$ cat config.mk
export PLATFORM = sky130hd
export DESIGN_NAME = extirq_wake_detect
export DESIGN_NICKNAME = d
export VERILOG_FILES = /design/src/rtl/extirq_pkg.sv /design/src/rtl/extirq_sync.sv /design/src/rtl/extirq_pin_qual.sv /design/src/rtl/extirq_flag_bank.sv /design/src/rtl/extirq_wake_detect.sv
export SDC_FILE = /design/constraint.sdc
export NUM_CORES = 1
export LEC_CHECK = 0
export BUFFER_PORTS_ARGS = -buffer_cell sky130_fd_sc_hd__buf_4
export CAP_MARGIN = 20
export CORE_MARGIN = 8
export CORE_UTILIZATION = 50
export CTS_CLUSTER_SIZE = 14
export DETAILED_ROUTE_END_ITERATION = 8
export HOLD_SLACK_MARGIN = 0.15
export PLACE_DENSITY = 0.68
export SYNTH_ARGS = -nofsm -noshare
export SYNTH_HDL_FRONTEND = slang
export SYNTH_SLANG_ARGS = --single-unit
$ cat constraint.sdc
create_clock -name clk -period 3.39 [get_ports clk]
set_input_delay 0.5085 -clock clk [delete_from_list [all_inputs] [get_ports clk]]
set_output_delay 0.5085 -clock clk [all_outputs]
set_load 0.005 [all_outputs]
$ cat src/rtl/extirq_pkg.sv
package extirq_pkg;

  typedef enum logic [1:0] {
    TRIG_FALL = 2'd0,
    TRIG_RISE = 2'd1,
    TRIG_LOW  = 2'd2,
    TRIG_HIGH = 2'd3
  } trig_e;

  typedef enum logic [1:0] {
    PM_RUN   = 2'd0,
    PM_SLEEP = 2'd1,
    PM_HALT  = 2'd2,
    PM_STOP  = 2'd3
  } pmode_e;

  typedef struct packed {
    trig_e trig;
    logic  en;
  } pin_cfg_t;

endpackage

$ cat src/rtl/extirq_sync.sv
module extirq_sync #(
  parameter int STAGES = 2
) (
  input  logic clk,
  input  logic rst_n,
  input  logic d_i,
  output logic q_o
);
  logic [STAGES-1:0] chain_q;

  generate
    if (STAGES == 1) begin : g_one
      always_ff @(posedge clk or negedge rst_n) begin
        if (!rst_n) chain_q <= '0;
        else        chain_q <= d_i;
      end
    end else begin : g_many
      always_ff @(posedge clk or negedge rst_n) begin
        if (!rst_n) chain_q <= '0;
        else        chain_q <= {chain_q[STAGES-2:0], d_i};
      end
    end
  endgenerate

  assign q_o = chain_q[STAGES-1];
endmodule

$ cat src/rtl/extirq_pin_qual.sv
module extirq_pin_qual
  import extirq_pkg::*;
#(
  parameter int HOLD_RUN  = 10,
  parameter int HOLD_HALT = 22,
  localparam int RUN_MAX  = HOLD_HALT + 1,
  localparam int CNT_W    = $clog2(RUN_MAX + 1)
) (
  input  logic   clk,
  input  logic   rst_n,
  input  logic   lvl_i,
  input  trig_e  trig_i,
  input  pmode_e mode_i,
  output logic   accept_o
);
  logic             prev_q;
  logic             pre_ok_q;
  logic [CNT_W-1:0] run_q;
  logic [CNT_W-1:0] run_n;
  logic [CNT_W-1:0] thr;
  logic             changed;
  logic             deep;
  logic             level_hit;
  logic             edge_hit;

  assign thr     = (mode_i == PM_HALT) ? CNT_W'(HOLD_HALT) : CNT_W'(HOLD_RUN);
  assign deep    = (mode_i == PM_HALT) || (mode_i == PM_STOP);
  assign changed = (lvl_i != prev_q);

  always_comb begin
    if (changed)                       run_n = CNT_W'(1);
    else if (run_q >= CNT_W'(RUN_MAX)) run_n = CNT_W'(RUN_MAX);
    else                               run_n = run_q + 1'b1;
  end

  always_ff @(posedge clk or negedge rst_n) begin
    if (!rst_n) begin
      prev_q   <= 1'b0;
      run_q    <= '0;
      pre_ok_q <= 1'b0;
    end else begin
      prev_q <= lvl_i;
      run_q  <= run_n;
      if (changed) pre_ok_q <= (run_q >= thr);
    end
  end

  assign level_hit = (run_n >= thr);
  assign edge_hit  = (run_n == thr) && pre_ok_q;

  always_comb begin
    unique case (trig_i)
      TRIG_HIGH: accept_o = lvl_i && level_hit;
      TRIG_LOW:  accept_o = !lvl_i && level_hit;
      TRIG_RISE: accept_o = !deep && lvl_i && edge_hit;
      TRIG_FALL: accept_o = !deep && !lvl_i && edge_hit;
      default:   accept_o = 1'b0;
    endcase
  end

  // an accepted event always comes from a level that was already steady
  assert_accept_stable_R2: assert property (@(posedge clk) disable iff (!rst_n)
    accept_o |-> (lvl_i == $past(lvl_i)));

  // an edge trigger yields a single-cycle acceptance per transition
  assert_edge_once_R3: assert property (@(posedge clk) disable iff (!rst_n)
    (accept_o && !trig_i[1]) |=> !(accept_o && !trig_i[1]));
endmodule

$ cat src/rtl/extirq_flag_bank.sv
module extirq_flag_bank #(
  parameter int NPINS = 8
) (
  input  logic             clk,
  input  logic             rst_n,
  input  logic [NPINS-1:0] accept_i,
  input  logic [NPINS-1:0] en_i,
  input  logic             clr_i,
  input  logic [NPINS-1:0] clr_mask_i,
  output logic [NPINS-1:0] det_o,
  output logic [NPINS-1:0] req_o,
  output logic             irq_o
);
  logic [NPINS-1:0] det_q;
  logic [NPINS-1:0] req_q;

  generate
    for (genvar i = 0; i < NPINS; i++) begin : g_flag
      always_ff @(posedge clk or negedge rst_n) begin
        if (!rst_n) begin
          det_q[i] <= 1'b0;
          req_q[i] <= 1'b0;
        end else if (clr_i && clr_mask_i[i]) begin
          det_q[i] <= 1'b0;
          req_q[i] <= 1'b0;
        end else begin
          if (accept_i[i])           det_q[i] <= 1'b1;
          if (accept_i[i] && en_i[i]) req_q[i] <= 1'b1;
        end
      end
    end
  endgenerate

  assign det_o = det_q;
  assign req_o = req_q;
  assign irq_o = |(req_q & en_i);

  // a clear always leaves the masked flags low on the following cycle
  assert_clear_wins_R10: assert property (@(posedge clk) disable iff (!rst_n)
    clr_i |=> ((det_o & $past(clr_mask_i)) == '0));
endmodule

$ cat src/rtl/extirq_wake_detect.sv
module extirq_wake_detect
  import extirq_pkg::*;
#(
  parameter int NPINS       = 8,
  parameter int SYNC_STAGES = 2,
  parameter int HOLD_RUN    = 10,
  parameter int HOLD_HALT   = 22,
  localparam int IW         = $clog2(NPINS),
  localparam int AW         = IW + 1,
  localparam int DW         = (NPINS > 3) ? NPINS : 3
) (
  input  logic             clk,
  input  logic             rst_n,
  input  logic [NPINS-1:0] pin_i,
  input  logic [1:0]       pwr_mode_i,
  input  logic             wr_en_i,
  input  logic [AW-1:0]    wr_addr_i,
  input  logic [DW-1:0]    wr_data_i,
  output logic [NPINS-1:0] det_o,
  output logic [NPINS-1:0] req_o,
  output logic             irq_o,
  output logic             wake_o
);
  pmode_e           mode;
  logic             clr_hit;
  logic [NPINS-1:0] accept_v;
  logic [NPINS-1:0] en_v;
  logic             wake_q;

  assign mode    = pmode_e'(pwr_mode_i);
  assign clr_hit = wr_en_i && wr_addr_i[AW-1];

  generate
    for (genvar i = 0; i < NPINS; i++) begin : g_pin
      pin_cfg_t cfg_q;
      logic     cfg_hit;
      logic     lvl_s;

      assign cfg_hit = wr_en_i && !wr_addr_i[AW-1] && (wr_addr_i[IW-1:0] == IW'(i));

      always_ff @(posedge clk or negedge rst_n) begin
        if (!rst_n)       cfg_q <= '{trig: TRIG_FALL, en: 1'b0};
        else if (cfg_hit) cfg_q <= '{trig: trig_e'(wr_data_i[1:0]), en: wr_data_i[2]};
      end

      extirq_sync #(.STAGES(SYNC_STAGES)) u_sync (
        .clk   (clk),
        .rst_n (rst_n),
        .d_i   (pin_i[i]),
        .q_o   (lvl_s)
      );

      extirq_pin_qual #(.HOLD_RUN(HOLD_RUN), .HOLD_HALT(HOLD_HALT)) u_qual (
        .clk      (clk),
        .rst_n    (rst_n),
        .lvl_i    (lvl_s),
        .trig_i   (cfg_q.trig),
        .mode_i   (mode),
        .accept_o (accept_v[i])
      );

      assign en_v[i] = cfg_q.en;
    end
  endgenerate

  extirq_flag_bank #(.NPINS(NPINS)) u_flags (
    .clk        (clk),
    .rst_n      (rst_n),
    .accept_i   (accept_v),
    .en_i       (en_v),
    .clr_i      (clr_hit),
    .clr_mask_i (wr_data_i[NPINS-1:0]),
    .det_o      (det_o),
    .req_o      (req_o),
    .irq_o      (irq_o)
  );

  always_ff @(posedge clk or negedge rst_n) begin
    if (!rst_n) wake_q <= 1'b0;
    else        wake_q <= (mode != PM_RUN) && |(accept_v & en_v);
  end

  assign wake_o = wake_q;

  // wake-up never follows a cycle spent in RUN
  assert_no_wake_in_run_R7: assert property (@(posedge clk) disable iff (!rst_n)
    wake_o |-> ($past(pwr_mode_i) != 2'd0));
endmodule

==> impl_metrics.csv <==
group,metric,value,unit
outcome,status,"finished clean",
critical_path,cp-endpoint,"wake_o",
die,rows,39,
place,place_ws,0.580,ns
sta,setup_ws,0.568,ns
critical_path,worstSetupEndpointType,"register",
sta,hold_viol,0,
die,start_util,0.514,
global_routing,grt_overflow_total,0,
critical_path,crit-reg2reg-capture,"wake_o",
global_routing,grt_pass1_wl,21.7,mm
synthesis,synth_cell_types,50,
critical_path,reg2reg_depth,11,
critical_path,r2r_slack,0.57,ns
clocking,numCtsBuffers,17,
place,gp_congestion,0.888,
sta,slew_headroom,0.497,
sta,finalCritPeriodShare,0.832,
sta,finalClockSkew,0.00706,ns
drt,drc,0,
place,hpwlAfterDp,9.40,mm
drt,viasPerCell,5.84,
power_and_ir_drop,p_per_area,626,nW/µm²
sta,finalSetupViolCount,0,
global_routing,grt_max_degree,59,
synthesis,synth_top_family_by_area,"compound AO/OA/AOI/OAI gates",
sta,whs,0.157,ns
critical_path,slowest_delay,0.42,ns
clocking,insertion_delay,0.41,ns
synthesis,syn_inst,527,
finish,diodes,0,
synthesis,syn_area,5870,µm²
critical_path,required,3.69,ns
critical_path,path_max_fanout,5,
synthesis,yosysSeqAreaShare,0.482,
global_routing,first_global_vias,4401,
critical_path,critPathArrivalTime,3.12,ns
clocking,cts_resized,0,
clocking,clock-root-buffer,"clkbuf_16",
synthesis,synth-seq-cells,113,
run,max_cap_viol_count,0,
drt,ant_nets,0,
finish,drive_above_1_share,0.184,
die,core,11400,µm²
finish,layout_commonest_cell,"dfrtp_1",
synthesis,synth_compound_area_frac,0.164,
synthesis,synth-simple-area-share,0.0981,
finish,final_cell_mix,"dfrtp_1 (113), ha_1 (64), a21oi_1 (49)",
die,die-area,15500,µm²
critical_path,cp-startpoint,"g_pin[5].u_qual.run_q[1]",
clocking,cts_sinks,113,
synthesis,yosys_warnings,0,
drt,first_iter_violations,252,
synthesis,avgSynthCellArea,11.1,µm²
critical_path,crit_cells,11,
global_routing,grt_use_total,0.173,
drt,detail_route.wl_per_cell,17.5,µm
finish,fin_nets,675,
global_routing,antenna_found_initial,0,
power_and_ir_drop,ir_drop,519,µV
finish,syn2layout_area_growth,19.1,%
sta,layout_min_cycle_time,2.82,ns
critical_path,crit_family,"compound AO/OA/AOI/OAI gates",
synthesis,synth.net_count,616,
synthesis,yosys_most_used_dff,"dfrtp_1",
power_and_ir_drop,p_leak,3.33,nW
critical_path,cpMaxStageDelayCell,"dfrtp_1",
sta,drv_slew,0,
sta,rsz0062_at_grt,"false",
clocking,post-cts-setup-buffers,0,
clocking,htreeDepth,4,
die,io_pins,43,
synthesis,synthArstFlopShare,1.00,
die,dieWidth,124,µm
clocking,tritoncts,"done",
synthesis,synth_mux_area_frac,0.0422,
hold_path,worstHoldPathType,"in2async",
critical_path,cp_num_buf_inv,0,
drt,detail_route.first_pass.iterations,4,
sta,tns,0,ns
critical_path,start_kind,"register",
drt,routed_wl,12.9,mm
synthesis,synth_edf_count,0,
drt,vias,4327,
die,die_h,124,µm
synthesis,synthAdderAreaFrac,0.136,
clocking,hold_buffers,0,
place,port_buffers,42,
synthesis,synth_xor_area_frac,0.0610,
sta,worst_pin_slew,0.755,ns
critical_path,crit_type,"reg2reg",
critical_path,path_cells,"ha_1, a211oi_1, or2_2, a21oi_1, ha_1, nor2b_1, a21oi_1, nor4_1, o31ai_1, o211ai_1, o32a_1",
clocking,clk_pin_slew_worst_paths,0.05,ns
critical_path,reg2reg_from,"g_pin[5].u_qual.run_q[1]",
sta,max_freq,354,MHz
clocking,clockBufferDepth,2,
==> worst min path at each step <==
stage / startpoint / cells after the start / slack [ns] / endpoint
finish: rst_n / 1 / 0.16 / g_pin[2].u_qual.run_q[2]
global route: pin_i[3] / 1 / 0.17 / g_pin[3].u_sync.chain_q[0]
CTS: rst_n / 1 / 0.18 / g_pin[2].u_qual.run_q[2]
detailed placement: g_pin[1].u_sync.chain_q[0] / 0 / 0.33 / g_pin[1].u_sync.chain_q[1]
global placement: g_pin[6].u_sync.chain_q[0] / 0 / 0.33 / g_pin[6].u_sync.chain_q[1]
floorplan: rst_n / 0 / 0.21 / en_v[0]
==> sequential cells by signal, summed over array words and instances (netlist names) <==
register / count
u_flags.det_o: 8
wake_o: 1
g_pin.u_qual.prev_q: 8
u_flags.req_o: 8
g_pin.u_qual.run_q: 40
g_pin.u_qual.pre_ok_q: 8
g_pin.u_sync.chain_q: 16
en_v: 8
g_pin.cfg_q: 16
==> through the flow <==
step                cells  utilization  total power, mW  cell area (µm²)
floorplan             527            -             2.29             5870
global placement      710        0.559             2.55             6380
detailed placement    710        0.559             2.59             6380
CTS                   741        0.612             4.41             6990
global route          741        0.612             4.61             6990
finish                741        0.612             4.37             6990
==> power breakdown <==
group / leakage (nW) / switching, mW / internal [mW] / total (mW)
sequential: 1.43 / 0.209 / 1.55 / 1.76
clock: 0.301 / 0.608 / 1.20 / 1.81
combinational: 1.61 / 0.397 / 0.408 / 0.805
==> final cells by class <==
cell class / count / area (µm²)
fillers: 930 / 4430
multi-input cells: 388 / 2940
flip-flops and latches: 113 / 2830
clock buffers: 20 / 467
repair buffers: 46 / 358
well taps: 143 / 179
clock inverters: 11 / 136
inverters: 20 / 75.1
==> cells in the mapped netlist, types with 3 or more instances <==
cell type  count  area (µm²)
a211o_1        6        52.6
a211oi_1       5        37.5
a21o_1         6        45.0
a21oi_1       49         245
a22oi_1        7        52.6
a31oi_1       11        68.8
and3_1         6        37.5
clkbuf_1       4        15.0
dfrtp_1      113        2830
ha_1          64         801
inv_1         20        75.1
mux2_2        22         248
nand2_1       15        56.3
nand2b_1       4        25.0
nand3_1       20         100
nand3b_1       3        22.5
nand4_1        6        37.5
nor2_1        35         131
nor2b_1        4        25.0
nor3_1         5        25.0
nor3b_1        5        37.5
o211ai_1       8        60.1
o21a_1        20         150
o21ai_0       19        95.1
or2_2          3        18.8
xnor2_1       26         228
xor2_1        13         114
==> routing by layer <==
layer	GRT usage	vias up	wire length, µm
met5	0	-	0
met4	0.0765	0	274
met3	0.0528	22	580
met2	0.263	93	6100
met1	0.222	2146	5990
li1	-	2066	-
==> cells by family (layout without fill, tap and decap cells) <==
logic type      Yosys count  count (layout)
mux                      22              22
xor+xnor                 40              40
compound gates          148             148
buf+inv                  26              97
flops                   113             113
fa+ha+maj                64              64
simple gates            114             114
Power figures use the tool's default switching activity.
